==> src/rtl/dbg_trig_pkg.sv <==
package dbg_trig_pkg;

  localparam int ACT_W = 4;

  typedef struct packed {
    logic             on_exec;
    logic             on_load;
    logic             on_store;
    logic             data_sel;
    logic [ACT_W-1:0] action;
    logic             enable;
  } trig_mode_t;

  typedef enum logic [1:0] {
    CAUSE_NONE = 2'd0,
    CAUSE_BKPT = 2'd1,
    CAUSE_DBG  = 2'd2
  } req_cause_e;

endpackage

==> src/rtl/dbg_trig_slot.sv <==
module dbg_trig_slot
  import dbg_trig_pkg::*;
#(
  parameter int XLEN = 32
) (
  input  logic            clk,
  input  logic            rst_n,
  input  logic            cfg_load,
  input  logic [XLEN-1:0] cfg_target,
  input  trig_mode_t      cfg_mode,
  input  logic            exe_valid,
  input  logic [XLEN-1:0] exe_pc,
  input  logic            ld_valid,
  input  logic [XLEN-1:0] ld_addr,
  input  logic            st_valid,
  input  logic [XLEN-1:0] st_addr,
  input  logic [XLEN-1:0] st_data,
  input  logic            allow_bp,
  input  logic            allow_dbg,
  input  logic            hit_we,
  input  logic            hit_keep,
  output logic            fire_bp,
  output logic            fire_dbg,
  output logic            hit,
  output logic            bp_hit
);

  logic [XLEN-1:0] target_q;
  trig_mode_t      mode_q;
  logic            hit_q;
  logic            hit_d;
  logic            exe_m;
  logic            ld_m;
  logic            st_m;
  logic            match;
  logic            is_bp;
  logic [XLEN-1:0] st_val;

  // configuration storage, loaded with an explicit enable
  always_ff @(posedge clk or negedge rst_n) begin
    if (!rst_n) begin
      target_q <= '0;
      mode_q   <= '0;
    end else if (cfg_load) begin
      target_q <= cfg_target;
      mode_q   <= cfg_mode;
    end
  end

  // compare stage
  always_comb begin
    st_val = mode_q.data_sel ? st_data : st_addr;
    exe_m  = mode_q.on_exec  && exe_valid && !mode_q.data_sel && (exe_pc  == target_q);
    ld_m   = mode_q.on_load  && ld_valid  && !mode_q.data_sel && (ld_addr == target_q);
    st_m   = mode_q.on_store && st_valid  && (st_val == target_q);
    match  = mode_q.enable && (exe_m || ld_m || st_m);
    is_bp  = (mode_q.action == '0);
    fire_bp  = match &&  is_bp && allow_bp;
    fire_dbg = match && !is_bp && allow_dbg;
  end

  // sticky hit flag: a firing sets it, only a zero write clears it
  always_comb begin
    hit_d = hit_q;
    if (hit_we && !hit_keep) begin
      hit_d = 1'b0;
    end
    if (fire_bp || fire_dbg) begin
      hit_d = 1'b1;
    end
  end

  always_ff @(posedge clk or negedge rst_n) begin
    if (!rst_n) begin
      hit_q <= 1'b0;
    end else begin
      hit_q <= hit_d;
    end
  end

  assign hit    = hit_q;
  assign bp_hit = hit_q && is_bp;

endmodule

==> src/rtl/dbg_trig_arbiter.sv <==
module dbg_trig_arbiter
  import dbg_trig_pkg::*;
#(
  parameter int NUM_TRIG = 4
) (
  input  logic                clk,
  input  logic                rst_n,
  input  logic                debug_mode,
  input  logic                mirq_en,
  input  logic                inh_clr,
  input  logic [NUM_TRIG-1:0] fire_bp,
  input  logic [NUM_TRIG-1:0] fire_dbg,
  input  logic [NUM_TRIG-1:0] bp_hit,
  output logic                allow_bp,
  output logic                allow_dbg,
  output logic                dbg_req,
  output logic                bkpt_req,
  output logic [1:0]          req_cause,
  output logic                trig_irq,
  output logic                inhibit
);

  logic       any_bp;
  logic       any_dbg;
  logic       inh_q;
  logic       inh_d;
  logic       dbg_q;
  logic       bp_q;
  req_cause_e cause_d;
  req_cause_e cause_q;

  assign allow_dbg = !debug_mode;
  assign allow_bp  = !debug_mode && mirq_en && !inh_q;

  always_comb begin
    any_bp  = |fire_bp;
    any_dbg = |fire_dbg;
    if (any_dbg) begin
      cause_d = CAUSE_DBG;
    end else if (any_bp) begin
      cause_d = CAUSE_BKPT;
    end else begin
      cause_d = CAUSE_NONE;
    end
    inh_d = inh_q;
    if (inh_clr) begin
      inh_d = 1'b0;
    end
    if (any_bp) begin
      inh_d = 1'b1;
    end
  end

  always_ff @(posedge clk or negedge rst_n) begin
    if (!rst_n) begin
      dbg_q   <= 1'b0;
      bp_q    <= 1'b0;
      cause_q <= CAUSE_NONE;
      inh_q   <= 1'b0;
    end else begin
      dbg_q   <= any_dbg;
      bp_q    <= any_bp;
      cause_q <= cause_d;
      inh_q   <= inh_d;
    end
  end

  assign dbg_req   = dbg_q;
  assign bkpt_req  = bp_q;
  assign req_cause = cause_q;
  assign inhibit   = inh_q;
  assign trig_irq  = |bp_hit;

endmodule

==> src/rtl/dbg_trig_unit.sv <==
module dbg_trig_unit
  import dbg_trig_pkg::*;
#(
  parameter int  NUM_TRIG = 4,
  parameter int  XLEN     = 32,
  localparam int IDX_W    = $clog2(NUM_TRIG) + 1
) (
  input  logic                clk,
  input  logic                rst_n,
  input  logic                exe_valid,
  input  logic [XLEN-1:0]     exe_pc,
  input  logic                ld_valid,
  input  logic [XLEN-1:0]     ld_addr,
  input  logic                st_valid,
  input  logic [XLEN-1:0]     st_addr,
  input  logic [XLEN-1:0]     st_data,
  input  logic                debug_mode,
  input  logic                mirq_en,
  input  logic                cfg_we,
  input  logic [IDX_W-1:0]    cfg_idx,
  input  logic [XLEN-1:0]     cfg_target,
  input  logic                cfg_on_exec,
  input  logic                cfg_on_load,
  input  logic                cfg_on_store,
  input  logic                cfg_data_sel,
  input  logic [ACT_W-1:0]    cfg_action,
  input  logic                cfg_enable,
  input  logic                hit_we,
  input  logic [NUM_TRIG-1:0] hit_wdata,
  input  logic                inh_clr,
  output logic                dbg_req,
  output logic                bkpt_req,
  output logic [1:0]          req_cause,
  output logic                trig_irq,
  output logic [NUM_TRIG-1:0] hit_flags,
  output logic                inhibit
);

  trig_mode_t          wr_mode;
  logic [NUM_TRIG-1:0] slot_load;
  logic [NUM_TRIG-1:0] fire_bp;
  logic [NUM_TRIG-1:0] fire_dbg;
  logic [NUM_TRIG-1:0] bp_hit;
  logic                allow_bp;
  logic                allow_dbg;

  always_comb begin
    wr_mode.on_exec  = cfg_on_exec;
    wr_mode.on_load  = cfg_on_load;
    wr_mode.on_store = cfg_on_store;
    wr_mode.data_sel = cfg_data_sel;
    wr_mode.action   = cfg_action;
    wr_mode.enable   = cfg_enable;
  end

  for (genvar g = 0; g < NUM_TRIG; g++) begin : g_slot
    // index decode; indices at or above NUM_TRIG select nothing
    assign slot_load[g] = cfg_we && (cfg_idx == IDX_W'(g));

    dbg_trig_slot #(.XLEN(XLEN)) u_slot (
      .clk        (clk),
      .rst_n      (rst_n),
      .cfg_load   (slot_load[g]),
      .cfg_target (cfg_target),
      .cfg_mode   (wr_mode),
      .exe_valid  (exe_valid),
      .exe_pc     (exe_pc),
      .ld_valid   (ld_valid),
      .ld_addr    (ld_addr),
      .st_valid   (st_valid),
      .st_addr    (st_addr),
      .st_data    (st_data),
      .allow_bp   (allow_bp),
      .allow_dbg  (allow_dbg),
      .hit_we     (hit_we),
      .hit_keep   (hit_wdata[g]),
      .fire_bp    (fire_bp[g]),
      .fire_dbg   (fire_dbg[g]),
      .hit        (hit_flags[g]),
      .bp_hit     (bp_hit[g])
    );
  end

  dbg_trig_arbiter #(.NUM_TRIG(NUM_TRIG)) u_arb (
    .clk        (clk),
    .rst_n      (rst_n),
    .debug_mode (debug_mode),
    .mirq_en    (mirq_en),
    .inh_clr    (inh_clr),
    .fire_bp    (fire_bp),
    .fire_dbg   (fire_dbg),
    .bp_hit     (bp_hit),
    .allow_bp   (allow_bp),
    .allow_dbg  (allow_dbg),
    .dbg_req    (dbg_req),
    .bkpt_req   (bkpt_req),
    .req_cause  (req_cause),
    .trig_irq   (trig_irq),
    .inhibit    (inhibit)
  );

endmodule

==> config.mk <==
export PLATFORM = sky130hd
export DESIGN_NAME = dbg_trig_unit
export DESIGN_NICKNAME = d
export VERILOG_FILES = /design/src/rtl/dbg_trig_pkg.sv /design/src/rtl/dbg_trig_slot.sv /design/src/rtl/dbg_trig_arbiter.sv /design/src/rtl/dbg_trig_unit.sv
export SDC_FILE = /design/constraint.sdc
export NUM_CORES = 1
export LEC_CHECK = 0
export BUFFER_PORTS_ARGS = -buffer_cell sky130_fd_sc_hd__buf_2
export CAP_MARGIN = 20
export CORE_MARGIN = 2
export CORE_UTILIZATION = 58
export CTS_CLUSTER_DIAMETER = 100
export DETAILED_ROUTE_END_ITERATION = 8
export MAX_ROUTING_LAYER = met4
export PLACE_DENSITY = 0.79
export SLEW_MARGIN = 15
export SYNTH_ARGS = -nofsm -noshare
export SYNTH_HDL_FRONTEND = slang
export SYNTH_SLANG_ARGS = --single-unit
export TNS_END_PERCENT = 5
==> constraint.sdc <==
create_clock -name clk -period 2.7 [get_ports clk]
set_input_delay 0.135 -clock clk [delete_from_list [all_inputs] [get_ports clk]]
set_output_delay 0.135 -clock clk [all_outputs]
set_load 0.05 [all_outputs]
# Yosys cells after proc, flatten, opt, wreduce, memory -nomap -nowiden
# Cells that the tools add are included.
dict set report totals {
  in_bits 186
  ff_bits 173
}
dict set report op_classes {
  eq_ne 15
  muxes 16
  reduce_logical 105
}
# cell n
set op_table {}
lappend op_table {{equality test 32 bit} 12}
lappend op_table {{2-to-1 mux 32 bit} 4}
lappend op_table {{logical AND 1 bit} 66}
lappend op_table {{logical NOT 4 bit} 4}
lappend op_table {{logical NOT 1 bit} 14}
lappend op_table {{logical OR 1 bit} 12}
lappend op_table {{OR reduction 4 bit} 3}
lappend op_table {{2-to-1 mux 1 bit} 11}
lappend op_table {{nonzero test 2 bit} 5}
lappend op_table {{equality test 3 x 2 -> 1 bit (second input constant)} 2}
lappend op_table {{equality test 3 x 1 -> 1 bit (second input constant)} 1}
lappend op_table {{logical NOT 3 bit} 1}
lappend op_table {{2-to-1 mux 2 bit} 1}

# Depth between registers and ports, before layout
# Gate-level depths: netlist (run 1).
dict set report depth {
  ltp_word 11
  mapped_depth 10
  ltp_nobuf 8
}

# Cells and area by module
# Synthesis (run 1) repeated with hierarchy kept, for this count alone.
dict set report hier_totals {
  hier_cells 1126
  hier_area_um2 12504.5
}
# mod n_inst area_per_inst_um2 cells_each seq_area_each_um2
set by_module_without_submodules {}
lappend by_module_without_submodules {dbg_trig_slot 4 3071.7 277 1051.0}
lappend by_module_without_submodules {dbg_trig_arbiter 1 167.7 14 100.1}
lappend by_module_without_submodules {dbg_trig_unit 1 50.0 4 0.0}

# Least setup slack after synthesis (run 1)
# OpenSTA, ideal clock, no wires.
dict set report synth_timing {
  path_type {flip-flop to flip-flop}
  from {register g_slot[3].u_slot.target_q[2]}
  to {register u_arb.cause_q[0] (netlist: u_arb.req_cause[0])}
  n_path_buf 0
  required_ns 2.580
  path_stages_with_launch 9
  setup_time_ns 0.120
  arrival_ns 2.005
  setup_slack_ns 0.575
  path_cell_list {dfrtp_1 -> xnor2_1 -> nand4_1 -> or4_1 -> nor4_1 -> o21a_1 -> nor2_1 -> o32a_1 -> o211a_1}
}
dict set report synth_between {
  elab_chain_len 10
  elab_cells_between_ends 17
}
# item line
set synth_lines {}
lappend synth_lines {{start, declared} dbg_trig_slot.sv:28} ;# logic [XLEN-1:0] target_q;
lappend synth_lines {{start signal, assigned} dbg_trig_slot.sv:45} ;# target_q <= cfg_target;
lappend synth_lines {{equality test 32 bit, on equally long branches} {dbg_trig_slot.sv:53, dbg_trig_slot.sv:54}}
lappend synth_lines {{logical AND 1 bit, on equally long branches} {dbg_trig_slot.sv:53, dbg_trig_slot.sv:54}}
lappend synth_lines {{logical OR 1 bit} dbg_trig_slot.sv:56} ;# match = mode_q.enable && (exe_m || ld_m || st_m);
lappend synth_lines {{logical OR 1 bit *} dbg_trig_slot.sv:56}
lappend synth_lines {{logical AND 1 bit *} dbg_trig_slot.sv:56}
lappend synth_lines {{logical AND 1 bit (2 in series)} dbg_trig_slot.sv:58} ;# fire_bp = match && is_bp && allow_bp;
lappend synth_lines {{OR reduction 4 bit} dbg_trig_arbiter.sv:36} ;# any_bp = |fire_bp;
lappend synth_lines {{2-to-1 mux 1 bit} dbg_trig_arbiter.sv:40} ;# end else if (any_bp) begin
lappend synth_lines {{2-to-1 mux 2 bit *} dbg_trig_arbiter.sv:38} ;# if (any_dbg) begin
lappend synth_lines {{net u_arb.cause_d[0]} dbg_trig_arbiter.sv:29} ;# req_cause_e cause_d;
lappend synth_lines {{end signal, assigned} dbg_trig_arbiter.sv:63} ;# cause_q <= cause_d;
lappend synth_lines {{end, declared} dbg_trig_arbiter.sv:30} ;# req_cause_e cause_q;
# Mark *: on every way through the listed nets, which the timed path passes. The rest lies on a longest branch.
# A chain may end at the register's enable or synchronous reset.

# Worst setup path in the final report (run 1)
dict set report layout_timing {
  from {register g_slot[3].u_slot.target_q[12]}
  to {register u_arb.cause_q[0] (netlist: u_arb.req_cause[0])}
}
dict set report layout_between {
  elab_chain_len 10
  elab_cells_between_ends 17
}
# item line
set layout_lines {}
lappend layout_lines {{equality test 32 bit, on equally long branches} {dbg_trig_slot.sv:53, dbg_trig_slot.sv:54}}
lappend layout_lines {{logical AND 1 bit, on equally long branches} {dbg_trig_slot.sv:53, dbg_trig_slot.sv:54}}
lappend layout_lines {{logical OR 1 bit} dbg_trig_slot.sv:56}
lappend layout_lines {{logical OR 1 bit *} dbg_trig_slot.sv:56}
lappend layout_lines {{logical AND 1 bit *} dbg_trig_slot.sv:56}
lappend layout_lines {{logical AND 1 bit * (2 in series)} dbg_trig_slot.sv:58}
lappend layout_lines {{OR reduction 4 bit *} dbg_trig_arbiter.sv:36}
lappend layout_lines {{net u_arb.any_bp} dbg_trig_arbiter.sv:23} ;# logic any_bp;
lappend layout_lines {{2-to-1 mux 1 bit *} dbg_trig_arbiter.sv:40}
lappend layout_lines {{2-to-1 mux 2 bit *} dbg_trig_arbiter.sv:38}
lappend layout_lines {{net u_arb.cause_d[0]} dbg_trig_arbiter.sv:29}
# Marks and branches as above.

==> impl_metrics.yaml, run 1 <==
outcome:
  status: "finished with violations"
  failed_checks: "negative setup slack"
setup_path:
  critPathArrivalTime_ps: 3400
  worstSetupPathType: "reg2reg"
  cp.required_ps: 3070
  startpoint_type: "register"
  worstSetupEndpointType: "register"
  cp_max_fo: 4
synth:
  yosys.area_share.simple_pct: 8.52
  synth_top_family_by_area: "XOR/XNOR gates"
  synth_nets: 1272
  synth_area_leader_cell: "dfrtp_1"
  synth_area_leaders: "dfrtp_1 (35%), xnor2_1 (19%), mux2_2 (15%)"
  synthMuxAreaShare_pct: 25.4
  synthesis.area_um2: 12300
  synth.distinct_cells: 38
  syn_area_per_cell_um2: 11.3
  synth_top_flop_cell: "dfrtp_1"
  synth_compound_area_share_pct: 1.36
  synth-seq-cells: 172
  synth-xor-area-share_pct: 27.3
  synth_fa_ha_area_share_pct: 0
  ys_async_sr_fraction_pct: 100
  ys_seq_area_share_pct: 35.0
  synth_edf_count: 0
  synth_top_area_share_pct: 35.0
  ys_warn_count: 0
  netlist_instances: 1086
detailed_routing:
  num_vias: 11009
  top_layer_used: "met4"
  final_antenna_net_count: 0
  drt-wirelength-per-cell_um: 32.6
  drc: 0
  via_per_inst: 6.58
  first_iter_violations: 1284
  wl_met3_um: 5890
  route.met2.wl_um: 23900
  dr.pass1.iters: 8
  drt_wl_total_um: 54500
  wl_met1_um: 21200
placement:
  place_congestion: 1.06
  dp_hpwl_um: 42600
  portBuffers: 195
final_layout:
  final_cell_mix: "xnor2_1 (270), buf_2 (194), dfrtp_1 (168), mux2_2 (164), mux2i_1 (127)"
  final_common_cell: "xnor2_1"
  final_nets: 1570
  regArea_um2: 4310
  layout-drive-gt1-share_pct: 35.9
  fillers: 1441
  multi_input_area_um2: 7840
  syn_to_final_growth_pct: 24.2
grt:
  grt_pass1_vias: 11121
  antenna_found_initial: 2
  grtUsageTotal_pct: 50.4
  grt_pass1_wl_um: 77100
  grt_start_max_net_pins: 64
  grt_overflow_total: 0
cts:
  cts_setup_buffers: 0
  root_buffer: "clkbuf_16"
  cts_tree: "yes"
  h-tree-depth: 4
  clk_path_buf_depth: 2
  clkTransAtPathRegs_ps: 80
  cts_buffers: 17
  clock_latency_ps: 450
  cts.sinks: 172
die:
  die_w_um: 150
  start_util_pct: 58.7
  die_area_um2: 22400
  rows: 53
  pin_count: 196
  die_h_um: 150
  core_um2: 21000
timing:
  drv_slew: 0
  hold_viol_final: 0
  fin_tns_setup_ps: -843
  slew_headroom_pct: 33.6
  worst_slack_ps: -331
  worstMarginPinSlew_ps: 987
  skew_ps: 18.4
  fmax_ghz: 0.330
  period_share_pct: 112
  rsz0062_at_grt: "yes"
  setup_viol: 6
  period_minus_slack_ps: 3030
worst_hold_path:
  hold_class: "in2reg"
power:
  cellLeakagePower_nw: 6.40
  p_total_mw: 11.5
  vdd_drop_max_uv: 478
  power_density_nw_per_um2: 749
job:
  max_cap_viol_count: 0
final cells by class:
cell class	count	share of cell area, %
clock buffer	17	2.78
inverter	3	0.0737
multi-input combinational	868	51.3
clock inverter	15	1.22
timing repair buffer	322	14.2
tap	275	2.25
antenna	2	0.0327
sequential	172	28.2
flip-flops by register name (all words and copies together), names as in the netlist:
signal	flops
g_slot.u_slot.target_q	128
u_arb.inhibit	1
g_slot.u_slot.hit	4
u_arb.req_cause	2
g_slot.u_slot.mode_q	36
u_arb.bkpt_req	1
report_power, final:
group | internal, mW | switching (mW)
logic | 2.25 | 2.55
clock network | 1.26 | 1.33
registers | 3.11 | 0.950
routing by layer:
layer	vias up	GRT usage, %
met5	-	-
met4	0	23.7
met3	217	12.3
met2	861	76.6
met1	5454	63.5
li1	4477	-
Yosys cell counts (5+ instances only):
| cell type | instances |
|---|---|
| nand2_1 | 9 |
| nor3_1 | 11 |
| nand4b_1 | 6 |
| clkbuf_1 | 14 |
| nor4_1 | 55 |
| dfrtp_1 | 172 |
| buf_4 | 5 |
| xor2_1 | 112 |
| buf_6 | 11 |
| xnor2_1 | 272 |
| o21ai_0 | 11 |
| mux2i_1 | 128 |
| nand4_1 | 55 |
| nor4_2 | 6 |
| mux2_2 | 164 |
| nand3_1 | 12 |
worst paths after layout:
path | start | end | slack (ps) | depth (start not counted)
setup / recovery | g_slot[3].u_slot.target_q[12] | u_arb.req_cause[0] | -330 | 8
hold / removal | cfg_target[5] | g_slot[3].u_slot.target_q[5] | 40 | 2
setup reg to reg | g_slot[3].u_slot.target_q[12] | u_arb.req_cause[0] | -330 | 8
hold reg to reg | u_arb.inhibit | u_arb.inhibit | 510 | 1
max in group asynchronous | rst_n | g_slot[3].u_slot.target_q[15] | 1640 | 3
min in group asynchronous | rst_n | g_slot[2].u_slot.target_q[6] | 290 | 2
worst max-delay path: stages (launching register included):
cell     delay [ps]
dfrtp_1         500
xor2_1          190
nor4_1          580
nand4_1         380
nor4_1          380
o21a_1          180
o21ai_0         140
a41oi_2         340
o211a_1         250
kinds of logic (layout without fill, tap and decap cells):
group           count (synthesis)  in the layout
xor+xnor                      384            384
mux                           292            292
flops                         172            172
simple gates                  167            167
buf+inv                        46            357
compound gates                 25             25
other cells                     0              2
timing repair:
action | 4_1_cts | 5_1_grt
hold buffers | 43 | 0
endpoints found under the hold margin | 203 | 0
gates resized for setup | 9 | 6
endpoints found under the setup margin | 6 | 6
cloned | 0 | 0
pin swaps | 1 | 1
through the flow:
stage	hold WS (ps)	cell area [um2]	setup slack, ps	std cells	utilization [%]
6_report	41.0	15300	-331	1674	72.9
5_1_grt	25.9	15300	-269	1674	72.9
4_1_cts	20.3	15300	-47.2	1672	72.8
3_5_place_dp	184	14100	-394	1597	67.5
3_3_place_gp	176	14100	-329	1597	67.5
2_1_floorplan	-161	12300	575	1086	-
(Power assumes the default switching activity.)
==> inputs of run 2 (changes only) <==
--- a/config.mk
+++ b/config.mk
@@ -7,13 +7,16 @@
 export LEC_CHECK = 0
 export BUFFER_PORTS_ARGS = -buffer_cell sky130_fd_sc_hd__buf_2
 export CAP_MARGIN = 20
+export CELL_PAD_IN_SITES_DETAIL_PLACEMENT = 1
+export CELL_PAD_IN_SITES_GLOBAL_PLACEMENT = 2
 export CORE_MARGIN = 2
-export CORE_UTILIZATION = 58
+export CORE_UTILIZATION = 38
 export CTS_CLUSTER_DIAMETER = 100
 export DETAILED_ROUTE_END_ITERATION = 8
 export MAX_ROUTING_LAYER = met4
 export PLACE_DENSITY = 0.79
-export SLEW_MARGIN = 15
+export SKIP_CTS_REPAIR_TIMING = 1
+export SLEW_MARGIN = 30
 export SYNTH_ARGS = -nofsm -noshare
 export SYNTH_HDL_FRONTEND = slang
 export SYNTH_SLANG_ARGS = --single-unit
==> run 2 against run 1 <==
Net effect:
- the flow still finishes with violations (negative setup slack)
- die area grew 51%
- critical path depth grew 3
- highest routed layer unchanged
- critical endpoint unchanged
- first-iteration DRC count shrank 32%
- worst hold slack lost 19 ps
- largest cell class unchanged
- combinational power grew 9.6%
==> impl_metrics.yaml, run 2 (synthesis results as in run 1) <==
timing:
  worstMarginPinSlew_ps: 825
  slew_headroom_pct: 45.0
  drv_slew: 0
  rsz0062_at_grt: "yes"
  skew_ps: 10.6
  period_minus_slack_ps: 2810
  worst_slack_ps: -109
  fmax_ghz: 0.356
  hold_viol_final: 0
  setup_viol: 3
  period_share_pct: 104
final_layout:
  post-route-cell-area_um2: 15900
  final_cell_mix: "xnor2_1 (271), buf_2 (194), dfrtp_1 (168), mux2_2 (164), buf_4 (128)"
  multi_input_area_um2: 7850
  final_nets: 1628
  syn_to_final_growth_pct: 29.3
  final_common_cell: "xnor2_1"
  layout-drive-gt1-share_pct: 38.7
  largest_register_ffs: 128
  fillers: 3502
  top_register: "g_slot.u_slot.target_q"
  final_core_util_pct: 50.2
  regArea_um2: 4310
  stdcell_count: 1858
detailed_routing:
  drt-wirelength-per-cell_um: 32.0
  dr.pass1.iters: 5
  drt_wl_total_um: 59400
  final_antenna_net_count: 0
  drc: 0
  via_per_inst: 5.68
  first_iter_violations: 869
  num_vias: 10560
job:
  max_cap_viol_count: 0
grt:
  grt_start_max_net_pins: 59
  grt_pass1_wl_um: 82100
  antenna_found_initial: 3
  grt_pass1_vias: 10917
  grtUsageTotal_pct: 36.5
  grt_overflow_total: 0
die:
  die_h_um: 184
  core_um2: 31700
  die_w_um: 184
  pin_count: 196
  die_area_um2: 33800
  rows: 65
  start_util_pct: 38.8
power:
  p_total_mw: 11.8
  cellLeakagePower_nw: 6.67
  vdd_drop_max_uv: 455
  power_density_nw_per_um2: 741
setup_path:
  worstSetupPathType: "reg2reg"
  startpoint_type: "register"
  cp_cell_sequence: "buf_12 > mux2i_2 > xnor2_1 > nor4_2 > buf_4 > nand4_1 > nor4_2 > buf_4 > o21ai_0 > a41oi_2 > o211a_1"
  path_delay_family: "simple AND/OR/NAND/NOR gates"
  cp_max_fo: 15
  critPathArrivalTime_ps: 3220
  worstSetupEndpointType: "register"
  cp_slowest_cell: "dfrtp_2"
  slowest_delay_ps: 420
  cp.required_ps: 3110
  critPathBufInv: 3
outcome:
  status: "finished with violations"
  failed_checks: "negative setup slack"
cts:
  clk_path_buf_depth: 2
  clock_latency_ps: 470
  clkTransAtPathRegs_ps: 70
  cts_tree: "yes"
  cts_buffers: 17
  h-tree-depth: 4
  root_buffer: "clkbuf_16"
  cts.sinks: 172
placement:
  place_ws_ps: -144
  placed_cell_area_um2: 14700
  placed_cells: 1769
  dp_hpwl_um: 47900
  portBuffers: 195
  place_congestion: 1.11
worst_hold_path:
  hold_class: "in2reg"
run 2: cell count changes in the layout (fill, tap and decap cells not counted), sizes merged:
cell,previous run,this run
buf,279,336
inv,11,8
bufinv,0,2
clkinv,7,5
clkinvlp,0,2
dlygate4sd3,43,44
run 2: path summary, 6_finish.rpt:
check | start | to | slack, ps | depth (start not counted)
max | g_slot[3].u_slot.mode_q[5] | u_arb.req_cause[0] | -110 | 11
min | cfg_target[9] | g_slot[3].u_slot.target_q[9] | 20 | 2
max reg2reg | g_slot[3].u_slot.mode_q[5] | u_arb.req_cause[0] | -110 | 11
min reg2reg | g_slot[0].u_slot.mode_q[1] | g_slot[0].u_slot.mode_q[1] | 510 | 1
max in group asynchronous | rst_n | g_slot[0].u_slot.target_q[27] | 1740 | 3
min in group asynchronous | rst_n | g_slot[1].u_slot.target_q[7] | 260 | 2
run 2: report_power, final:
| group | internal, mW | switching (mW) |
|---|---|---|
| clock network | 1.38 | 1.21 |
| logic | 2.42 | 2.83 |
| registers | 3.12 | 0.821 |
| total | 6.92 | 4.86 |
run 2: per-stage QoR:
step / setup TNS [ps] / hold WS [ps]
4_1_cts: -364 / -306
2_1_floorplan: 0 / -161
3_5_place_dp: -295 / 195
6_report: -205 / 22.2
5_1_grt: -635 / 7.78
3_3_place_gp: -541 / 185
run 2: cell type report:
class / instances / share of cell area (%)
multi-input combinational: 868 / 49.3
sequential: 172 / 27.1
inverter: 3 / 0.0708
clock buffer: 17 / 2.67
antenna: 2 / 0.0315
timing repair buffer: 380 / 16.6
clock inverter: 14 / 1.02
tap: 402 / 3.16
run 2: layer usage:
metal / up-vias / GRT usage (%) / wire length (um)
met2: 426 / 56.2 / 27300
met1: 5432 / 46.2 / 25600
li1: 4594 / - / -
met3: 108 / 7.03 / 3640
met4: 0 / 17.1 / 2860
met5: - / - / 0
